File: src/rtl/rand_regs_pkg.sv
package rand_regs_pkg;
  localparam int unsigned REG_W        = 32;
  localparam int unsigned CTRL_BITS    = 6;
  localparam logic [11:0] CTRL_BYTE_OFS = 12'hF0;
  localparam logic [11:0] DATA_BYTE_OFS = 12'hF4;
  localparam logic [CTRL_BITS-1:0] CTRL_WR_MASK = 6'h2F;
  localparam int unsigned DIS_POS      = 0;
  localparam logic [REG_W-1:0] LFSR_TAPS = 32'h8020_0003;
  localparam logic [REG_W-1:0] LFSR_SEED = 32'h1D87_2B41;
endpackage

File: src/rtl/rng_lfsr.sv
module rng_lfsr #(
  parameter int unsigned W = 32,
  parameter logic [W-1:0] TAPS = '1,
  parameter logic [W-1:0] SEED = 1
) (
  input  logic         clk,
  input  logic         rst_n,
  input  logic         advance,
  output logic [W-1:0] nxt_o
);
  logic [W-1:0] state_q;

  always_comb begin
    nxt_o = (state_q >> 1) ^ (state_q[0] ? TAPS : '0);
  end

  always_ff @(posedge clk) begin
    if (!rst_n)       state_q <= SEED;
    else if (advance) state_q <= nxt_o;
  end

  // an LFSR must never fall into the all-zero lock state
  assert_lfsr_live_R7: assert property (@(posedge clk) disable iff (!rst_n)
    state_q != '0);
  // the state is frozen when no value is consumed
  assert_lfsr_hold_R8: assert property (@(posedge clk) disable iff (!rst_n)
    !advance |=> $stable(state_q));
endmodule

File: src/rtl/rng_ctrl.sv
module rng_ctrl #(
  parameter int unsigned NB = 6,
  parameter logic [NB-1:0] MASK = '1,
  parameter int unsigned DIS = 0
) (
  input  logic          clk,
  input  logic          rst_n,
  input  logic          wr_en,
  input  logic [NB-1:0] wbits,
  output logic [NB-1:0] bits_o,
  output logic          dis_o
);
  logic [NB-1:0] bits_q;

  always_ff @(posedge clk) begin
    if (!rst_n)     bits_q <= '0;
    else if (wr_en) bits_q <= wbits & MASK;
  end

  assign bits_o = bits_q;
  assign dis_o  = bits_q[DIS];

  // a control write lands masked on the next cycle
  assert_ctrl_masked_R3: assert property (@(posedge clk) disable iff (!rst_n)
    wr_en |=> bits_q == ($past(wbits) & MASK));
  // without a control write the stored bits stay put
  assert_ctrl_hold_R9: assert property (@(posedge clk) disable iff (!rst_n)
    !wr_en |=> $stable(bits_q));
endmodule

File: src/rtl/rng_data.sv
module rng_data #(
  parameter int unsigned W = 32,
  parameter logic [W-1:0] SEED = 1
) (
  input  logic         clk,
  input  logic         rst_n,
  input  logic         clr,
  input  logic         load,
  input  logic [W-1:0] val,
  output logic [W-1:0] data_o
);
  logic [W-1:0] data_q;

  always_ff @(posedge clk) begin
    if (!rst_n)    data_q <= SEED;
    else if (clr)  data_q <= '0;
    else if (load) data_q <= val;
  end

  assign data_o = data_q;

  // a clear leaves zero behind
  assert_data_clear_R5: assert property (@(posedge clk) disable iff (!rst_n)
    clr |=> data_q == '0);
endmodule

File: src/rtl/rand_word_regs.sv
module rand_word_regs
  import rand_regs_pkg::*;
#(
  parameter int unsigned ADDR_W = 8
) (
  input  logic              clk,
  input  logic              rst_n,
  input  logic [ADDR_W-1:0] bus_addr,
  input  logic              bus_wr,
  input  logic [REG_W-1:0]  bus_wdata,
  input  logic              bus_rd,
  output logic [REG_W-1:0]  bus_rdata
);
  localparam logic [ADDR_W-1:0] CTRL_WA = ADDR_W'(CTRL_BYTE_OFS >> 2);
  localparam logic [ADDR_W-1:0] DATA_WA = ADDR_W'(DATA_BYTE_OFS >> 2);
  localparam int unsigned PAD_W = REG_W - 1 - CTRL_BITS;

  logic                 hit_ctrl, hit_data;
  logic                 ctrl_wr, data_rd, dis, consume, clr;
  logic [CTRL_BITS-1:0] ctrl_bits;
  logic [REG_W-1:0]     lfsr_nxt, data_q, ctrl_view;

  assign hit_ctrl = (bus_addr == CTRL_WA);
  assign hit_data = (bus_addr == DATA_WA);
  assign ctrl_wr  = bus_wr && hit_ctrl;
  assign data_rd  = bus_rd && hit_data;
  assign clr      = ctrl_wr && bus_wdata[DIS_POS];
  assign consume  = (ctrl_wr && !bus_wdata[DIS_POS]) || (data_rd && !dis);

  rng_ctrl #(.NB(CTRL_BITS), .MASK(CTRL_WR_MASK), .DIS(DIS_POS)) u_ctrl (
    .clk(clk), .rst_n(rst_n), .wr_en(ctrl_wr),
    .wbits(bus_wdata[CTRL_BITS-1:0]), .bits_o(ctrl_bits), .dis_o(dis)
  );

  rng_lfsr #(.W(REG_W), .TAPS(LFSR_TAPS), .SEED(LFSR_SEED)) u_lfsr (
    .clk(clk), .rst_n(rst_n), .advance(consume), .nxt_o(lfsr_nxt)
  );

  rng_data #(.W(REG_W), .SEED(LFSR_SEED)) u_data (
    .clk(clk), .rst_n(rst_n), .clr(clr), .load(consume),
    .val(lfsr_nxt), .data_o(data_q)
  );

  assign ctrl_view = {~dis, {PAD_W{1'b0}}, ctrl_bits};

  always_comb begin
    bus_rdata = '0;
    if (bus_rd) begin
      if (hit_ctrl)      bus_rdata = ctrl_view;
      else if (hit_data) bus_rdata = data_q;
    end
  end

  // an enabled data read yields a different word next time
  assert_read_advances_R7: assert property (@(posedge clk) disable iff (!rst_n)
    (data_rd && !dis && !ctrl_wr) |=> data_q != $past(data_q));
  // disabled and untouched, the data register stays at zero
  assert_disabled_zero_R8: assert property (@(posedge clk) disable iff (!rst_n)
    (dis && !ctrl_wr) |=> data_q == '0);
  // the valid flag tracks the stored disable bit on read-back
  assert_valid_flag_R4: assert property (@(posedge clk) disable iff (!rst_n)
    (bus_rd && hit_ctrl) |-> bus_rdata[REG_W-1] == !ctrl_bits[DIS_POS]);
  // unmapped reads return zero
  assert_unmapped_zero_R9: assert property (@(posedge clk) disable iff (!rst_n)
    (bus_rd && !hit_ctrl && !hit_data) |-> bus_rdata == '0);
  // enabling write sets valid and data differs from zero next cycle
  assert_enable_loads_R6: assert property (@(posedge clk) disable iff (!rst_n)
    (ctrl_wr && !bus_wdata[DIS_POS]) |=> (!dis && data_q != '0));
endmodule

File: config.mk
export PLATFORM = sky130hd
export DESIGN_NAME = rand_word_regs
export DESIGN_NICKNAME = d
export VERILOG_FILES = /design/src/rtl/rand_regs_pkg.sv /design/src/rtl/rng_lfsr.sv /design/src/rtl/rng_ctrl.sv /design/src/rtl/rng_data.sv /design/src/rtl/rand_word_regs.sv
export SDC_FILE = /design/constraint.sdc
export NUM_CORES = 1
export LEC_CHECK = 0
export BUFFER_PORTS_ARGS = -buffer_cell sky130_fd_sc_hd__buf_2
export CORE_MARGIN = 1
export CORE_UTILIZATION = 53
export CTS_BUF_LIST = sky130_fd_sc_hd__clkbuf_2
export DETAILED_ROUTE_END_ITERATION = 16
export PLACE_DENSITY = 0.81
export SLEW_MARGIN = 15
export SYNTH_ARGS = -nofsm -noshare
export SYNTH_HDL_FRONTEND = slang
export SYNTH_SLANG_ARGS = --single-unit
File: constraint.sdc
create_clock -name clk -period 1.9 [get_ports clk]
set_input_delay 0.19 -clock clk [delete_from_list [all_inputs] [get_ports clk]]
set_output_delay 0.19 -clock clk [all_outputs]
set_load 0.02 [all_outputs]
==> summary.md, run 1 <==
| Metric | Value |
|---|---|
| Diodes inserted | 0 |
| Initial antenna violation count | 0 |
| Most frequent cell after synthesis | nand2_1 |
| DR WL/cell | 11.3 um |
| Die ar. | 0.00537 mm2 |
| Via count | 2148 |
| Relative slew slack | 0.638 |
| Core area | 0.00482 mm2 |
| Filler cell count in the final layout | 455 |
| 1st-iter DRT viols | 105 |
| Final setup margin | 234 ps |
| RR Startpoint | u_ctrl.bits_o[0]$_SDFFE_PN0N_ |
| Share of layout cells above drive strength 1 | 0.198 |
| Pwr/cell area | 776 mW/mm2 |
| Largest net degree at the start of global routing | 70 |
| Worst slew pin tran | 544 ps |
| Clock latency on the worst-skew pair | 490 ps |
| Mapped Area | 0.00270 mm2 |
| WL met2 | 2310 um |
| Critical Path AT | 1480 ps |
| Die Ht | 73.3 um |
| Vias in the first global route | 1919 |
| Critical Path Sink Type | primary output |
| Crit path time final | 1670 ps |
| Yosys warning count | 0 |
| Wire length on met1 | 2280 um |
| Worst reg2reg endpoint | u_data.data_o[2]$_SDFFE_PP0P_ |
| Setup violators final | 0 |
| Hold Worst Slack | 26.6 ps |
| Postcts setup bufs | 0 |
| Multi-input gate area | 0.00121 mm2 |
| Die Wd | 73.3 um |
| Hold Crit Start | bus_wdata[0] |
| Syn_area_per_cell | 8.64 um2 |
| Synth area leaders | dfxtp_1, nand2_1, a21boi_1, and2_1, nand3_1 |
| Setup WS pre-CTS | 232 ps |
| Post-DP HPWL | 3180 um |
| CTS H-tree lvls | 3 |
| Global-route wire length before repair | 8370 um |
| FF-to-FF setup slack | 280 ps |
| VDD IR max | 0.562 mV |
| Post-synth top area cell | dfxtp_1 |
| Kind of critical path | input pin to primary output |
| CTS Buf Count | 9 |
| EDFF count, synth | 0 |
| Longest Clk Path Bufs | 2 |
| Status | completed |
| RSZ-0062 raised after global routing | false |
| Post-DRT Antenna Nets | 0 |
| DR DRC count | 0 |
| # Max-Cap Violations | 0 |
| Number of max-slew violations in the final report | 0 |
| Synthesized netlist cell count | 312 |
| Vias/cell | 4.98 |
| Finished Layout Cells | 431 |
| Fin. Hold Viols | 0 |
| Met3 Wirelength | 178 um |
| Post-synth top area share | 0.513 |
| Final-stage net count | 404 |
| Initial core utilization | 0.559 |
| Layout area overhead | 16.9% |
| Critical path required time | 1710 ps |
| Async SR Flop Fraction | 0 |
| Seq cells post-synth | 69 |
| Critical Path Fanout Max | 17 |
| Global placer's final weighted congestion | 0.696 |
| Number of top-level pins | 76 |
| Clock transition at path regs | 160 ps |
| Rows | 25 |
| CTS sink cnt | 69 |
| Hold WC Path Type | input pin to register |
| Ys flop type | dfxtp_1 |
| GRT Total Usage | 0.208 |
| P_leak | 0.00148 uW |
| Crit start category | input pin |
| Root buffer cell | clkbuf_2 |
| Final Routed Wirelength | 4880 um |
| PortBufs | 48 |
| Reg area | 0.00138 mm2 |
| Setup TNS | 0 ps |
| R2R depth | 5 |
| Syn_nets | 356 |
| Commonest cells post-synth | nand2_1, dfxtp_1, a21boi_1 |
| Hold depth | 3 |
| DRT Pass-1 Iters | 4 |
| Grt ovf | 0 |
| Placed cells | 412 |
| Seq/Total Area, Yosys | 0.513 |
| Final period utilization | 0.877 |
| Hold EP | u_ctrl.bits_o[0]$_SDFFE_PN0N_ |
| DR top layer | met4 |
| CTS tree | done |
| Clock skew | 17.5 ps |
| Synth unique cells | 24 |
| Max frequency | 0.600 GHz |
[worst max-delay path by stage]
| stage | startpoint | end | slack [ps] | cells past startpoint |
|---|---|---|---|---|
| after floorplan | bus_addr[6] | bus_rdata[11] | 430 | 5 |
| after global placement | bus_addr[6] | bus_rdata[0] | 240 | 7 |
| after detailed placement | bus_addr[6] | bus_rdata[0] | 230 | 7 |
| after CTS | bus_addr[6] | bus_rdata[0] | 220 | 7 |
| after global routing | bus_addr[6] | bus_rdata[0] | 110 | 7 |
| final | bus_addr[6] | bus_rdata[0] | 230 | 7 |
[through the flow]
stage,utilization,instance area (um2),total power (uW)
2_1_floorplan,-,2700,1530
3_3_place_gp,0.620,2990,1550
3_5_place_dp,0.620,2990,1550
4_1_cts,0.654,3150,2470
5_1_grt,0.654,3150,2540
6_report,0.654,3150,2450
[area by class of cell]
type,instances,area share
Sequential cell,69,0.438
Multi-Input combinational cell,221,0.385
Timing Repair Buffer,59,0.110
Tap cell,67,0.0266
Clock inverter,5,0.0242
Clock buffer,10,0.0159
[kinds of logic after synthesis]
| logic type | synth area share |
|---|---|
| buf+inv | 0.0367 |
| xor+xnor | 0.00975 |
| simple gates | 0.285 |
| compound gates | 0.138 |
| mux | 0.0186 |
| flops | 0.513 |
[registers in the layout, indices dropped and copies added, names as in the netlist]
signal          count
u_ctrl.bits_o       5
u_data.data_o      32
u_lfsr.state_q     32
[placed cells by master (no fill, tap or decap)]
master,Yosys,routed
dfxtp_1,69,69
nand2_1,98,98
o21ai_0,2,2
nor3b_2,1,1
o211ai_2,2,2
a22o_1,5,5
clkinv_4,0,1
a21boi_0,4,4
and3b_1,2,2
and4bb_2,1,1
a21boi_1,32,32
o211a_1,1,1
and2_1,26,26
dlygate4sd3_1,0,4
and3_1,1,1
buf_12,0,1
clkinv_1,0,2
buf_4,2,6
nor2b_1,6,6
clkbuf_2,0,10
nand3_1,27,27
xor2_1,3,3
a21oi_1,1,1
mux2i_1,5,5
a22oi_1,1,1
buf_2,7,48
bufinv_16,0,2
nor3b_1,1,1
nor2_1,2,2
[power breakdown]
group	switching [uW]	leakage [uW]	internal (uW)
clock	488	0.0000771	429
sequential	1.61	0.000557	1450
combinational	35.8	0.000849	38.8
[critical path, stage by stage]
cell and delay, ps:
buf_2 90, and4bb_2 350, nand2_1 120, nor2_1 160, buf_4 220, a22o_1 170
buf_2 160
[metal layers]
| layer | global-route usage | vias up |
|---|---|---|
| met5 | 0 | - |
| met4 | 0.122 | 0 |
| met3 | 0.0508 | 10 |
| met2 | 0.355 | 43 |
| met1 | 0.237 | 975 |
| li1 | - | 1120 |
[what timing repair did]
item,in CTS,in global routing
endpoints found under the hold margin,4,0
hold buffers,4,0
gates resized for setup,0,0
Power figures use the tool's default switching activity.
==> run 2: changes to the inputs <==
Settings changed: ABC_AREA set to 1, CORE_UTILIZATION 53 to 54, GPL_TIMING_DRIVEN set to 0, PLACE_DENSITY 0.81 to 0.82.
==> run 2 against run 1 <==
Compared with the run above:
- die area is 2.1% higher
- flip-flop and latch count stayed put
- global-route usage is 7.5 points higher
- area after synthesis is 4.1% higher
- non-clock buffer count is 24 higher
- register-to-register slack better by 260 ps
- clock power is 5.1% higher
- clock skew is 8.8 ps higher
- routed wire length is 50% higher
- count of clock-buffer cells in the layout is 1 lower
- critical path depth is 1 higher
- cell area is 5.4% higher
- largest cell class unchanged
- highest routed layer unchanged
==> summary.md, run 2 <==
| Metric | Value |
|---|---|
| Post-DP HPWL | 4960 um (+56%) |
| Syn_area_per_cell | 7.58 um2 (-12%) |
| Post-synth top area share | 0.492 (-0.0203) |
| Syn_nets | 414 (+16%) |
| Switching fraction of total power | 0.238 (+0.0229) |
| Fin. Hold Viols | 0 (unchanged) |
| Clock share of power | 0.384 (+0.009) |
| CTS sink cnt | 69 (unchanged) |
| DR WL/cell | 14.5 um (+28%) |
| CTS Buf Count | 9 (unchanged) |
| Number of top-level pins | 76 (unchanged) |
| Synthesized netlist cell count | 370 (+19%) |
| Share of layout cells above drive strength 1 | 0.196 (-0.00190) |
| Most frequent cells in the layout | nand3_1, nand2_1, dfxtp_1 |
| Int Pwr | 1910 uW (-0.31%) |
| PnR Total Power | 2510 uW (+2.7%) |
| Hold WC Path Type | input pin to register |
| Die Wd | 74.1 um (+1.1%) |
| Status | completed |
| Critical Path AT | 1520 ps (+40 ps) |
| Hold Crit Start | rst_n |
| 1st-iter DRT viols | 275 (+160%) |
| Relative slew slack | 0.611 (-0.0265) |
| Synth area leaders | dfxtp_1, nand3_1, nand2_1, a21oi_1, nor2_1 |
| Core area | 0.00485 mm2 (+0.65%) |
| Grt ovf | 0 (unchanged) |
| Global placer's final weighted congestion | 0.863 (+24%) |
| DR DRC count | 0 (unchanged) |
| Hold EP | u_ctrl.bits_o[5]$_SDFFE_PN0N_ |
| Final Routed Wirelength | 7310 um (+50%) |
| RSZ-0062 raised after global routing | false |
| Kind of critical path | input pin to primary output |
| Root buffer cell | clkbuf_2 |
| Post-synth top area cell | dfxtp_1 |
| Critical Path Sink Type | primary output |
| Setup violators final | 0 (unchanged) |
| Finished Layout Cells | 506 (+17%) |
| Vias in the first global route | 2539 (+32%) |
| PortBufs | 47 (-2.1%) |
| Placement Cell Area | 0.00313 mm2 (+4.7%) |
| Largest net degree at the start of global routing | 13 (-81%) |
| # Max-Cap Violations | 0 (unchanged) |
| Postcts setup bufs | 0 (unchanged) |
| Global-route wire length before repair | 11700 um (+40%) |
| Placed cells | 484 (+17%) |
| Critical Path Fanout Max | 10 (-7) |
| Pwr/cell area | 756 mW/mm2 (-2.6%) |
| Clock skew | 26.3 ps (+8.82 ps) |
| Commonest non-fill, non-tap cell in the layout | nand3_1 |
| Worst reg2reg endpoint | u_data.data_o[7]$_SDFFE_PP0P_ |
| Number of max-slew violations in the final report | 0 (unchanged) |
| Final Cell Area | 0.00332 mm2 (+5.4%) |
| P_sw | 597 uW (+14%) |
| Longest Clk Path Bufs | 2 (unchanged) |
| Die Ht | 74.1 um (+1.1%) |
| Critical path required time | 1710 ps (about the same) |
| Seq cells post-synth | 69 (unchanged) |
| Clock transition at path regs | 200 ps (+40 ps) |
| Final period utilization | 0.899 (+0.0220) |
| Mapped Area | 0.00281 mm2 (+4.1%) |
| Layout area overhead | 18.4% |
| Initial core utilization | 0.579 (+0.0194) |
| RR Startpoint | u_ctrl.bits_o[0]$_SDFFE_PN0N_ |
| Commonest cells post-synth | nand3_1, dfxtp_1, nand2_1 |
| Crit start category | input pin |
| Via count | 2833 (+32%) |
| Synth unique cells | 20 (-17%) |
| Async SR Flop Fraction | 0 (unchanged) |
| VDD IR max | 0.481 mV (-14%) |
| EDFF count, synth | 0 (unchanged) |
| Final-stage net count | 478 (+18%) |
| Rows | 25 (unchanged) |
| Clock latency on the worst-skew pair | 500 ps (about the same) |
| Yosys warning count | 0 (unchanged) |
| Most frequent cell after synthesis | nand3_1 |
| Worst slew pin tran | 583 ps (+39.8 ps) |
| FF-to-FF setup slack | 540 ps (+260 ps) |
| CTS tree | done |
| Post-DRT Antenna Nets | 0 (unchanged) |
| Hold depth | 3 (unchanged) |
| R2R depth | 6 (+1) |
| Vias/cell | 5.60 (+12%) |
| Gate power share | 0.036 (+0.006) |
| Crit path time final | 1710 ps (+41.8 ps) |
| DRT Pass-1 Iters | 8 (+4) |
| GRT Total Usage | 0.283 (+0.0745) |
| Max frequency | 0.585 GHz (-2.4%) |
| Diodes inserted | 0 (unchanged) |
| P_leak | 0.00147 uW (-0.66%) |
| Die ar. | 0.00549 mm2 (+2.1%) |
| Ys flop type | dfxtp_1 |
| Filler cell count in the final layout | 424 (-6.8%) |
| Setup TNS | 0 ps (unchanged) |
| Seq/Total Area, Yosys | 0.492 (-0.0203) |
| Sequential power share | 0.580 (-0.014) |
| Initial antenna violation count | 0 (unchanged) |
| CTS H-tree lvls | 3 (unchanged) |
run 2: cell count changes after synthesis, moves of 12 or more:
cell / change
nand2_1: -29
inv_1: +12
and2_1: -26
a21oi_1: +43
a21boi_1: -32
nand3_1: +70
nor2_1: +29
run 2: area by class of cell:
cell class	count	area (um2)	share of cell area
Buffer	30	156	0.0471
Clock inverter	7	90.1	0.0271
Tap cell	67	83.8	0.0252
Sequential cell	69	1380	0.416
Multi-Input combinational cell	258	1220	0.368
Timing Repair Buffer	53	295	0.0889
Inverter	13	48.8	0.0147
Clock buffer	9	45.0	0.0136
run 2: cells by family after synthesis:
kind of cell | synth area share
XOR/XNOR | 0.00936
flip-flops | 0.492
buffers and inverters | 0.0722
AO/OA/AOI/OAI | 0.0950
AND/OR/NAND/NOR | 0.331
run 2: power groups by stage:
stage	sequential, uW	combinational (uW)	clock [uW]
6_report	1460	91.4	964
5_1_grt	1460	100	1010
4_1_cts	1460	90.0	959
3_5_place_dp	1480	82.9	0
3_3_place_gp	1480	80.7	0
2_1_floorplan	1480	49.1	0
run 2: worst max-delay path: stages:
cell	delay, ps
buf_2	110
nor2_1	140
nand2_2	140
nor2_8	180
inv_1	110
clkbuf_2	240
o31ai_1	220
buf_2	200
run 2: what timing repair did:
action	in CTS	in global routing
gates resized for setup	0	5
endpoints found under the setup margin	0	16
endpoints found under the hold margin	4	0
hold buffers	6	0
run 2: how the worst max path moves through the flow:
stage,cells after the start,slack [ps],from,endpoint
3_3_place_gp,9,100,bus_addr[7],bus_rdata[12]
2_1_floorplan,6,300,bus_addr[7],bus_rdata[5]
5_1_grt,9,110,bus_addr[7],bus_rdata[9]
4_1_cts,9,5,bus_addr[7],bus_rdata[17]
3_5_place_dp,9,30,bus_addr[7],bus_rdata[17]
6_report,8,190,bus_addr[1],bus_rdata[5]
run 2: per-stage QoR:
step            util  setup WS [ps]  hold WS, ps
2_1_floorplan      -            296          354
3_3_place_gp   0.645           99.8          446
3_5_place_dp   0.645           25.1          450
4_1_cts        0.685           5.02         76.0
5_1_grt        0.685            111         93.8
6_report       0.685            192         70.9
run 2: layer usage:
metal / share of wire / vias up / GRT usage
li1: - / 1371 / -
met1: 0.42 / 1322 / 0.349
met2: 0.50 / 120 / 0.490
met3: 0.062 / 20 / 0.0488
met4: 0.018 / 0 / 0.113
met5: 0 / - / 0
